==> src/rtl/irq_hub_pkg.sv <==
package irq_hub_pkg;
  localparam int unsigned WORD_W   = 32;
  localparam int unsigned ADDR_W   = 5;
  localparam int unsigned SEL_W    = 3;
  localparam int unsigned MASTER_W = 2;

  // register select, taken from byte address bits 4:2
  typedef enum logic [SEL_W-1:0] {
    SEL_STAT   = 3'd0,
    SEL_PEND   = 3'd1,
    SEL_ENBL   = 3'd2,
    SEL_ACK    = 3'd3,
    SEL_SETEN  = 3'd4,
    SEL_CLREN  = 3'd5,
    SEL_VEC    = 3'd6,
    SEL_MASTER = 3'd7
  } reg_sel_e;

  localparam int unsigned MASTER_ON_BIT = 0;
  localparam int unsigned MASTER_HW_BIT = 1;
endpackage

==> src/rtl/irq_hub_rst_sync.sv <==
module irq_hub_rst_sync #(
  parameter int unsigned STAGES = 2
) (
  input  logic clk,
  input  logic arst_n,
  output logic srst_n
);
  logic [STAGES-1:0] chain_q;
  logic [STAGES-1:0] chain_d;

  always_comb begin
    chain_d = {chain_q[STAGES-2:0], 1'b1};
  end

  always_ff @(posedge clk or negedge arst_n) begin
    if (!arst_n) chain_q <= '0;
    else         chain_q <= chain_d;
  end

  assign srst_n = chain_q[STAGES-1];
endmodule

==> src/rtl/irq_hub_capture.sv <==
module irq_hub_capture #(
  parameter int unsigned          NUM_IN    = 8,
  parameter logic [31:0]          KIND_MASK = 32'h0
) (
  input  logic              clk,
  input  logic              rst_n,
  input  logic [NUM_IN-1:0] req_i,
  output logic [NUM_IN-1:0] hit_o
);
  logic [NUM_IN-1:0] sync1_q, sync2_q, prev_q;
  logic [NUM_IN-1:0] sync1_d, sync2_d, prev_d;

  always_comb begin
    sync1_d = req_i;
    sync2_d = sync1_q;
    prev_d  = sync2_q;
  end

  always_ff @(posedge clk or negedge rst_n) begin
    if (!rst_n) begin
      sync1_q <= '0;
      sync2_q <= '0;
      prev_q  <= '0;
    end else begin
      sync1_q <= sync1_d;
      sync2_q <= sync2_d;
      prev_q  <= prev_d;
    end
  end

  // kind bits at or above NUM_IN are never looked at
  for (genvar g = 0; g < NUM_IN; g++) begin : g_line
    if (KIND_MASK[g]) begin : g_edge
      assign hit_o[g] = sync2_q[g] & ~prev_q[g];
    end else begin : g_level
      assign hit_o[g] = sync2_q[g];
    end
  end
endmodule

==> src/rtl/irq_hub_regs.sv <==
module irq_hub_regs
  import irq_hub_pkg::*;
#(
  parameter int unsigned NUM_IN = 8
) (
  input  logic                clk,
  input  logic                rst_n,
  input  logic                wr_i,
  input  reg_sel_e            sel_i,
  input  logic [WORD_W-1:0]   wdata_i,
  input  logic [NUM_IN-1:0]   hit_i,
  output logic [NUM_IN-1:0]   en_o,
  output logic [NUM_IN-1:0]   stat_o,
  output logic [MASTER_W-1:0] master_o
);
  logic [NUM_IN-1:0]   en_q, en_d;
  logic [NUM_IN-1:0]   stat_q, stat_d;
  logic [MASTER_W-1:0] master_q, master_d;
  logic                en_ce, master_ce;
  logic [NUM_IN-1:0]   wmask;
  logic [NUM_IN-1:0]   ack_mask;

  assign wmask = wdata_i[NUM_IN-1:0];

  always_comb begin
    en_ce     = 1'b0;
    en_d      = en_q;
    master_ce = wr_i && (sel_i == SEL_MASTER);
    master_d  = wdata_i[MASTER_W-1:0];
    ack_mask  = '0;
    if (wr_i) begin
      unique case (sel_i)
        SEL_ENBL:  begin en_ce = 1'b1; en_d = wmask;          end
        SEL_SETEN: begin en_ce = 1'b1; en_d = en_q | wmask;   end
        SEL_CLREN: begin en_ce = 1'b1; en_d = en_q & ~wmask;  end
        SEL_ACK:   ack_mask = wmask;
        default:   ;
      endcase
    end
    // a new capture wins over an acknowledge in the same cycle
    stat_d = (stat_q & ~ack_mask) | hit_i;
  end

  always_ff @(posedge clk or negedge rst_n) begin
    if (!rst_n)      en_q <= '0;
    else if (en_ce)  en_q <= en_d;
  end

  always_ff @(posedge clk or negedge rst_n) begin
    if (!rst_n) stat_q <= '0;
    else        stat_q <= stat_d;
  end

  always_ff @(posedge clk or negedge rst_n) begin
    if (!rst_n)         master_q <= '0;
    else if (master_ce) master_q <= master_d;
  end

  assign en_o     = en_q;
  assign stat_o   = stat_q;
  assign master_o = master_q;
endmodule

==> src/rtl/irq_hub_prio.sv <==
module irq_hub_prio #(
  parameter int unsigned NUM_IN = 8,
  parameter int unsigned IDX_W  = 3
) (
  input  logic [NUM_IN-1:0] req_i,
  output logic              any_o,
  output logic [IDX_W-1:0]  idx_o
);
  always_comb begin
    idx_o = '0;
    for (int i = NUM_IN - 1; i >= 0; i--) begin
      if (req_i[i]) idx_o = IDX_W'(i);
    end
  end

  assign any_o = |req_i;
endmodule

==> src/rtl/irq_hub.sv <==
module irq_hub
  import irq_hub_pkg::*;
#(
  parameter int unsigned NUM_IN    = 8,
  parameter logic [31:0] KIND_MASK = 32'h0000_010F
) (
  input  logic              clk,
  input  logic              rst_n,
  input  logic [NUM_IN-1:0] irq_req_i,
  input  logic              bus_wr_i,
  input  logic [4:0]        bus_addr_i,
  input  logic [31:0]       bus_wdata_i,
  output logic [31:0]       bus_rdata_o,
  output logic              irq_o
);
  localparam int unsigned IDX_W = (NUM_IN > 1) ? $clog2(NUM_IN) : 1;

  logic                rst_sync_n;
  logic [NUM_IN-1:0]   hit;
  logic [NUM_IN-1:0]   en_q, stat_q, pend;
  logic [MASTER_W-1:0] master_q;
  logic                vec_any;
  logic [IDX_W-1:0]    vec_idx;
  reg_sel_e            sel;

  assign sel = reg_sel_e'(bus_addr_i[ADDR_W-1:2]);

  irq_hub_rst_sync #(.STAGES(2)) i_rst_sync (
    .clk    (clk),
    .arst_n (rst_n),
    .srst_n (rst_sync_n)
  );

  irq_hub_capture #(.NUM_IN(NUM_IN), .KIND_MASK(KIND_MASK)) i_capture (
    .clk   (clk),
    .rst_n (rst_sync_n),
    .req_i (irq_req_i),
    .hit_o (hit)
  );

  irq_hub_regs #(.NUM_IN(NUM_IN)) i_regs (
    .clk      (clk),
    .rst_n    (rst_sync_n),
    .wr_i     (bus_wr_i),
    .sel_i    (sel),
    .wdata_i  (bus_wdata_i),
    .hit_i    (hit),
    .en_o     (en_q),
    .stat_o   (stat_q),
    .master_o (master_q)
  );

  assign pend = stat_q & en_q;

  irq_hub_prio #(.NUM_IN(NUM_IN), .IDX_W(IDX_W)) i_prio (
    .req_i (pend),
    .any_o (vec_any),
    .idx_o (vec_idx)
  );

  always_comb begin
    bus_rdata_o = '0;
    unique case (sel)
      SEL_STAT:   bus_rdata_o[NUM_IN-1:0] = stat_q;
      SEL_PEND:   bus_rdata_o[NUM_IN-1:0] = pend;
      SEL_ENBL:   bus_rdata_o[NUM_IN-1:0] = en_q;
      SEL_VEC:    begin
        if (vec_any) bus_rdata_o[IDX_W-1:0] = vec_idx;
        else         bus_rdata_o = '1;
      end
      SEL_MASTER: bus_rdata_o[MASTER_W-1:0] = master_q;
      default:    bus_rdata_o = '0;
    endcase
  end

  assign irq_o = master_q[MASTER_ON_BIT] & master_q[MASTER_HW_BIT] & vec_any;
endmodule

==> config.mk <==
export PLATFORM = sky130hd
export DESIGN_NAME = irq_hub
export DESIGN_NICKNAME = d
export VERILOG_FILES = /design/src/rtl/irq_hub_pkg.sv /design/src/rtl/irq_hub_rst_sync.sv /design/src/rtl/irq_hub_capture.sv /design/src/rtl/irq_hub_regs.sv /design/src/rtl/irq_hub_prio.sv /design/src/rtl/irq_hub.sv
export SDC_FILE = /design/constraint.sdc
export NUM_CORES = 1
export LEC_CHECK = 0
export ABC_AREA = 1
export CORE_MARGIN = 5
export CORE_UTILIZATION = 41
export CTS_BUF_LIST = sky130_fd_sc_hd__clkbuf_8
export CTS_CLUSTER_SIZE = 28
export DETAILED_ROUTE_END_ITERATION = 12
export DONT_BUFFER_PORTS = 1
export GPL_TIMING_DRIVEN = 0
export PLACE_DENSITY = 0.65
export SLEW_MARGIN = 20
export SYNTH_ARGS = -nofsm -noshare
export SYNTH_HDL_FRONTEND = slang
export SYNTH_SLANG_ARGS = --single-unit
==> constraint.sdc <==
create_clock -name clk -period 4.4 [get_ports clk]
set_input_delay 0.44 -clock clk [delete_from_list [all_inputs] [get_ports clk]]
set_output_delay 0.44 -clock clk [all_outputs]
set_load 0.02 [all_outputs]
=== Word level (Yosys, flattened, before mapping) ===
Cells that the tools add are included.

* Eq/ne operators: 7
* Muxes and demuxes: 18
* Bitwise logic cells: 17
* Reductions and logical operators: 6

{| class="wikitable"
|+ Operators by type and width
! cell !! count
|-
| 29-bit two-way mux || 1
|-
| 3-bit two-way mux || 9
|-
| 8-bit AND || 3
|-
| 24-bit two-way mux || 1
|-
| 6-bit one-hot mux with 4 select lines || 1
|-
| 8-bit one-hot mux with 3 select lines || 1
|-
| 8-bit two-way mux || 2
|-
| 8-bit inverter || 2
|-
| 8-bit bitwise OR || 2
|-
| 3-bit equality test, second input constant || 4
|-
| 2-bit one-hot mux with 5 select lines || 1
|-
| 8-bit OR reduction || 1
|-
| 1-bit AND || 6
|-
| 3-bit by 2-bit equality test with 1-bit output, second input constant || 2
|-
| 1-bit inverter || 4
|-
| 3-bit by 1-bit equality test with 1-bit output, second input constant || 1
|-
| 3-bit zero test || 1
|-
| 3-bit AND reduction || 1
|-
| 3-bit nonzero test || 1
|-
| 3-bit OR reduction || 1
|-
| 1-bit two-way mux || 2
|-
| 1-bit logical AND || 1
|}

* Bits in registers: 40
* Logic and storage cells: 55

=== Logic depth before layout (Yosys ltp) ===
Gate-level depths: netlist (run 1).

* Word-level depth: 11
* Mapped depth: 10
* Mapped depth without buffers: 10

=== By module ===
A second synthesis (run 1) with hierarchy kept.

* Cell total of the unflattened synthesis: 283
* Area, all modules: 2177.1 um^2

{| class="wikitable"
|+ By module, submodules not included
! module !! instances !! cells each !! area an instance (um^2) !! sequential area each (um^2)
|-
| irq_hub_regs || 1 || 118 || 917.1 || 450.4
|-
| irq_hub_capture || 1 || 32 || 570.5 || 500.5
|-
| irq_hub || 1 || 108 || 536.8 || 0.0
|-
| irq_hub_prio || 1 || 22 || 98.8 || 0.0
|-
| irq_hub_rst_sync || 1 || 3 || 53.8 || 50.0
|}

=== Worst setup path after synthesis (run 1) ===
No wires, ideal clock.

* Kind: reg-to-output
* Start point: register i_regs.stat_q[2] (netlist: i_regs.stat_o[2])
* End point: output bus_rdata_o[7]
* Arrival: 1499 ps
* Path slack: 2461 ps
* Cell stages (with the launch flop): 8
* Buffers on the path: 0
* Cells stage by stage: dfrtp_1 nand2_1 nand2_1 nor2_1 nand2_1 nor2_4 inv_2 nand3_1

* Cells in the longest elaborated chain, start to end: 4

{| class="wikitable"
|+ Ends and longest elaborated chain
! item !! RTL line !! text
|-
| start, declared || irq_hub_regs.sv:17 || <nowiki>logic [NUM_IN-1:0] stat_q, stat_d;</nowiki>
|-
| start signal, assigned || irq_hub_regs.sv:51 || <nowiki>else stat_q <= stat_d;</nowiki>
|-
| 8-bit AND || irq_hub.sv:53 || <nowiki>assign pend = stat_q & en_q;</nowiki>
|-
| 8-bit OR reduction || irq_hub_prio.sv:16 || <nowiki>assign any_o = |req_i;</nowiki>
|-
| 29-bit two-way mux || irq_hub.sv:68 || <nowiki>if (vec_any) bus_rdata_o[IDX_W-1:0] = vec_idx;</nowiki>
|-
| 6-bit one-hot mux with 4 select lines || irq_hub.sv:63 || <nowiki>unique case (sel)</nowiki>
|-
| end, declared || irq_hub.sv:13 || <nowiki>output logic [31:0] bus_rdata_o,</nowiki>
|}

No other way between the ends.

=== Worst setup path in the final report (run 1) ===
* Start point: register i_regs.stat_q[3] (netlist: i_regs.stat_o[3])
* End point: output bus_rdata_o[7]

Same word-level chain as after synthesis.

==> results.sh, run 1 <==
export IMPL_power_density_nw_per_um2=390
export IMPL_yosysTopAreaCellShare_pct=52.6
export IMPL_worst_endpoint_required_ns=3.96
export IMPL_grt_remaining_overflow=0
export IMPL_finalHoldViolCount=0
export IMPL_diodes=0
export IMPL_clock_skew_ns=0.00388
export IMPL_maxSlewHeadroom_pct=59.9
export IMPL_finalNonFillerCells=280
export IMPL_outcome="finished, final reports clean"
export IMPL_setup_viol=0
export IMPL_postSynthAreaPerCell_um2=8.74
export IMPL_hold_class="flip-flop to asynchronous set/reset pin"
export IMPL_io_buffers=0
export IMPL_drive_gt1_share_pct=21.5
export IMPL_rows=24
export IMPL_yosysSeqAreaShare_pct=52.6
export IMPL_synth_edff_count=0
export IMPL_drt_vias_per_instance=5.02
export IMPL_synth_area_um2=1900
export IMPL_crit_type="flip-flop to output port"
export IMPL_first_iter_violations=55
export IMPL_die_y_um=78.2
export IMPL_wl_per_cell_um=12.7
export IMPL_drv_cap=0
export IMPL_crit_path_frequent_cell="nand2_1"
export IMPL_cts_path_max_buffers=2
export IMPL_start_kind="flip-flop"
export IMPL_clock_sinks=40
export IMPL_layout_common_cells="nand2_1 (57), dfrtp_1 (39), buf_4 (23)"
export IMPL_fin_area_um2=2110
export IMPL_setup_tns_ns=0
export IMPL_antenna_found_initial=0
export IMPL_drv_slew=0
export IMPL_cp_slowest_cell="nor2_4"
export IMPL_drt_first_pass_iters=4
export IMPL_tightest_slew_ns=0.593
export IMPL_end_kind="output port"
export IMPL_yosys_cell_types_count=23
export IMPL_p_sw_w=0.000220
export IMPL_coreArea_um2=4440
export IMPL_nets=275
export IMPL_gp_congestion=0.766
export IMPL_placed_area_um2=1990
export IMPL_design_portCount=81
export IMPL_power_frac_seq_pct=50.8
export IMPL_cts_tree="built"
export IMPL_synth_cells=218
export IMPL_fin_hold_ws_ns=0.0932
export IMPL_initial_utilization_pct=42.8
export IMPL_ir_drop_mv=0.262
export IMPL_ant_nets=0
export IMPL_synth_top_cell_by_area="dfrtp_1"
export IMPL_swShare_pct=26.8
export IMPL_synth_seq_cells=40
export IMPL_yosys_top_cells_area="dfrtp_1 (53%), nand2_1 (11%), buf_4 (9.1%)"
export IMPL_critPathMaxStageDelay_ns=0.48
export IMPL_internal_power_w=0.000602
export IMPL_syn_nets=266
export IMPL_num_vias=1406
export IMPL_final_common_cell="nand2_1"
export IMPL_die_area_um2=6110
export IMPL_dieWidth_um=78.2
export IMPL_grtUsageTotal_pct=12.2
export IMPL_cts_buffers_inserted=5
export IMPL_fin_crit_sh_pct=55.7
export IMPL_grt_max_degree=34
export IMPL_synth_flop_cell="dfrtp_1"
export IMPL_clk_pin_slew_worst_paths_ns=0.07
export IMPL_rsz0062_at_grt="false"
export IMPL_wl_um=3550
export IMPL_fmax_mhz=408
export IMPL_cp_top_family="simple AND/OR/NAND/NOR gates"
export IMPL_drcViolationCount=0
export IMPL_grt_pass1_vias=1258
export IMPL_hpwlAfterDp_um=2860
export IMPL_critPathBufInv=1
export IMPL_p_clk_share_pct=34.1
export IMPL_area_delta_synth_final_pct=10.7
export IMPL_ys_async_sr_fraction_pct=100
export IMPL_cts_root_buf="clkbuf_8"
export IMPL_p_comb_share_pct=15.1
export IMPL_placed_cells=271
export IMPL_clk_latency_ns=0.28
export IMPL_path_cells="nand2_1 -> nand2_1 -> nor2_1 -> nand2_1 -> nor2_4 -> inv_2 -> nand3_1"
export IMPL_ys_warnings_count=0
export IMPL_p_leak_nw=1.05
export IMPL_crit_fanout=26
export IMPL_period_needed_ns=2.45
export IMPL_power_w=0.000822
export IMPL_cts_setup_buffers=0
export IMPL_htreeDepth=2
export IMPL_crit_arrival_ns=2.01
export IMPL_grt_pass1_wl_um=5750
repair_timing:
item | CTS | global route
endpoints found under the setup margin | 0 | 0
hold endpoints to repair | 2 | 0
gates resized for setup | 0 | 0
hold buffers | 1 | 0
state kept, by name (all words and copies together) (netlist names):
name / count
i_capture.prev_d: 8
i_capture.prev_q: 4
i_capture.sync1_q: 8
i_regs.en_o: 8
i_regs.master_o: 2
i_regs.stat_o: 8
i_rst_sync.chain_q: 2
per-layer routing:
layer  GRT usage (%)  wire length [um]  vias up
li1                -                 -      708
met1            13.9              1520      639
met2            20.2              1640       53
met3            3.89               330        6
met4            6.82                53        0
met5               0                 0        -
worst register-to-register path, stage by stage, from the launching register on:
cell,delay (ns)
dfrtp_1,0.41
o21ai_1,0.09
o21ai_0,0.09
layout make-up:
class                      instances  area (um^2)
fill                             442         2340
timing repair buffer               2         30.0
clock buffer                       5         68.8
sequential                        40         1000
clock inverter                     3         38.8
multi-input combinational        132          641
inverter                          21         81.3
tap                               52         65.1
buffer                            25          181
path summary, 6_finish.rpt:
kind                                            start                     to  slack (ns)  cells past startpoint
worst max-delay path                 i_regs.stat_o[3]         bus_rdata_o[7]        1.95                      7
worst min-delay path            i_rst_sync.chain_q[1]     i_regs.master_o[0]        0.09                      0
worst max register to register       i_regs.stat_o[1]       i_regs.stat_o[1]        3.69                      2
worst min register to register  i_rst_sync.chain_q[1]     i_regs.master_o[0]        0.09                      0
max in group asynchronous                       rst_n  i_rst_sync.chain_q[1]        3.89                      1
min in group clk                         irq_req_i[4]   i_capture.sync1_q[4]        0.18                      0
cells in the mapped netlist, types with 6 or more instances:
cell     count
buf_4       23
nand2_1     57
o21ai_0      8
nand4_1     11
a21oi_1      6
o21ai_1     13
nor2_1      15
nand3_1      9
inv_2        7
dfrtp_1     40
inv_1       13
power by group through the flow:
stage	registers, W	clock network, W	logic [W]
final	0.000418	0.000280	0.000124
after global routing	0.000424	0.000303	0.000141
after CTS	0.000418	0.000291	0.000125
after detailed placement	0.000426	0	0.000124
after global placement	0.000430	0	0.000114
after floorplan	0.000423	0	0.0000996
kinds of logic (layout without fill, tap and decap cells):
| kind of cell | Yosys count | after routing | synth area share (%) |
|---|---|---|---|
| compound gates | 31 | 31 | 8.80 |
| simple gates | 100 | 100 | 24.6 |
| flops | 40 | 40 | 52.6 |
| other cells | 1 | 1 | 0.197 |
| buf+inv | 46 | 56 | 13.8 |
through the flow:
stage | util [%] | setup slack [ns]
2_1_floorplan | - | 2.46
3_3_place_gp | 44.3 | 2.24
3_5_place_dp | 44.8 | 2.21
4_1_cts | 47.4 | 1.88
5_1_grt | 47.4 | 1.69
6_report | 47.4 | 1.95
No activity file was read; power rests on OpenSTA's default activity.
==> run 2, diff against run 1 <==
Clock period 4.4 ns to 2.3 ns, I/O delays scaled along.
==> results.sh, run 2 (same netlist as run 1, synthesis figures left out) <==
export IMPL_outcome="finished, final reports clean"
export IMPL_hpwlAfterDp_um=2860
export IMPL_power_density_nw_per_um2=721
export IMPL_cts_buffers_inserted=5
export IMPL_grt_pass1_vias=1300
export IMPL_placed_cells=271
export IMPL_clk_pin_slew_worst_paths_ns=0.07
export IMPL_grt_pass1_wl_um=6000
export IMPL_crit_fanout=8
export IMPL_num_vias=1456
export IMPL_cp_num_cells=7
export IMPL_io_buffers=0
export IMPL_area_delta_synth_final_pct=15.6
export IMPL_clk_latency_ns=0.28
export IMPL_rsz0062_at_grt="false"
export IMPL_fill_cells=435
export IMPL_drt_vias_per_instance=5.02
export IMPL_drive_gt1_share_pct=21.4
export IMPL_first_iter_violations=83
export IMPL_fin_ws_ns=0.217
export IMPL_grt_max_degree=34
export IMPL_setup_viol=0
export IMPL_gp_congestion=0.766
export IMPL_diodes=0
export IMPL_finalHoldViolCount=0
export IMPL_p_leak_nw=1.08
export IMPL_fmax_mhz=480
export IMPL_rows=24
export IMPL_end_kind="output port"
export IMPL_cts_path_max_buffers=2
export IMPL_dp_worst_setup_slack_ns=0.315
export IMPL_dieWidth_um=78.2
export IMPL_ant_nets=0
export IMPL_power_w=0.00159
export IMPL_maxSlewHeadroom_pct=59.0
export IMPL_drcViolationCount=0
export IMPL_critPathBufInv=1
export IMPL_die_area_um2=6110
export IMPL_cts_root_buf="clkbuf_8"
export IMPL_design_portCount=81
export IMPL_tightest_slew_ns=0.607
export IMPL_clock_skew_ns=0.00440
export IMPL_fin_crit_sh_pct=90.5
export IMPL_setup_tns_ns=0
export IMPL_antenna_found_initial=0
export IMPL_final_common_cell="nand2_1"
export IMPL_grtUsageTotal_pct=12.6
export IMPL_cp_startpoint="i_regs.stat_o[3]"
export IMPL_crit_arrival_ns=1.85
export IMPL_crit_path_frequent_cell="nand2_1"
export IMPL_hold_class="flip-flop to asynchronous set/reset pin"
export IMPL_initial_utilization_pct=42.8
export IMPL_htreeDepth=2
export IMPL_crit_type="flip-flop to output port"
export IMPL_worst_endpoint_required_ns=2.07
export IMPL_wl_per_cell_um=12.7
export IMPL_drv_cap=0
export IMPL_ir_drop_mv=0.508
export IMPL_ff2ff_path_depth=2
export IMPL_nets=285
export IMPL_period_needed_ns=2.08
export IMPL_start_kind="flip-flop"
export IMPL_wl_um=3680
export IMPL_die_y_um=78.2
export IMPL_cp_slowest_cell="dfrtp_1"
export IMPL_drv_slew=0
export IMPL_critPathMaxStageDelay_ns=0.40
export IMPL_clock_sinks=40
export IMPL_timing_rr_start="i_regs.stat_o[1]"
export IMPL_finalNonFillerCells=290
export IMPL_drt_first_pass_iters=4
export IMPL_cp_top_family="simple AND/OR/NAND/NOR gates"
export IMPL_coreArea_um2=4440
export IMPL_layout_common_cells="nand2_1 (57), dfrtp_1 (39), buf_4 (23)"
export IMPL_fin_util_pct=49.5
export IMPL_cts_tree="built"
export IMPL_path_cells="nand2_1 -> nand2_1 -> nor2_1 -> nand2_1 -> nor2_4 -> inv_2 -> nand3_1"
export IMPL_grt_remaining_overflow=0
run 2: final cells by class:
class / count / area [um^2] / share of cell area, %
clock inverters: 3 / 38.8 / 1.76
inverters: 21 / 81.3 / 3.70
flip-flops and latches: 40 / 1000 / 45.5
multi-input cells: 134 / 653 / 29.7
plain buffers: 25 / 181 / 8.24
repair buffers: 10 / 110 / 5.00
well taps: 52 / 65.1 / 2.96
clock buffers: 5 / 68.8 / 3.13
run 2: metrics by stage:
stage               hold slack, ns  instance area [um^2]
floorplan                  -0.0656                  1900
global placement           -0.0655                  1970
detailed placement         -0.0655                  1990
CTS                         0.0724                  2190
global route                0.0917                  2200
finish                      0.0863                  2200
run 2: path summary, 6_finish.rpt:
path,to,slack [ns]
worst max register to register,i_regs.stat_o[1],1.59
worst min register to register,i_regs.en_o[1],0.09
max in group asynchronous,i_capture.sync1_q[6],1.80
min in group clk,i_regs.master_o[0],0.09
worst min-delay path,i_regs.en_o[1],0.09
worst max-delay path,bus_rdata_o[7],0.22
run 2: report_power, final:
group	total (W)	switching (W)	leakage, nW	internal (W)
Sequential	0.000799	0.0000376	0.453	0.000762
Clock	0.000536	0.000219	0.0593	0.000317
Combinational	0.000252	0.000170	0.570	0.0000823
run 2: layer usage:
metal  track usage [%]  wire (um)  up-vias
met2              20.7       1720       56
met1              14.8       1560      658
met5                 0          0        -
li1                  -          -      732
met4              6.82         82        0
met3              4.00        319       10
run 2: timing repair:
item / 4_1_cts / 5_1_grt
endpoints found under the hold margin: 10 / 0
pin swaps: 1 / 1
gates cloned: 1 / 1
hold buffers: 9 / 0
endpoints found under the setup margin: 1 / 6
gates resized for setup: 0 / 0
buffers inserted: 0 / 0
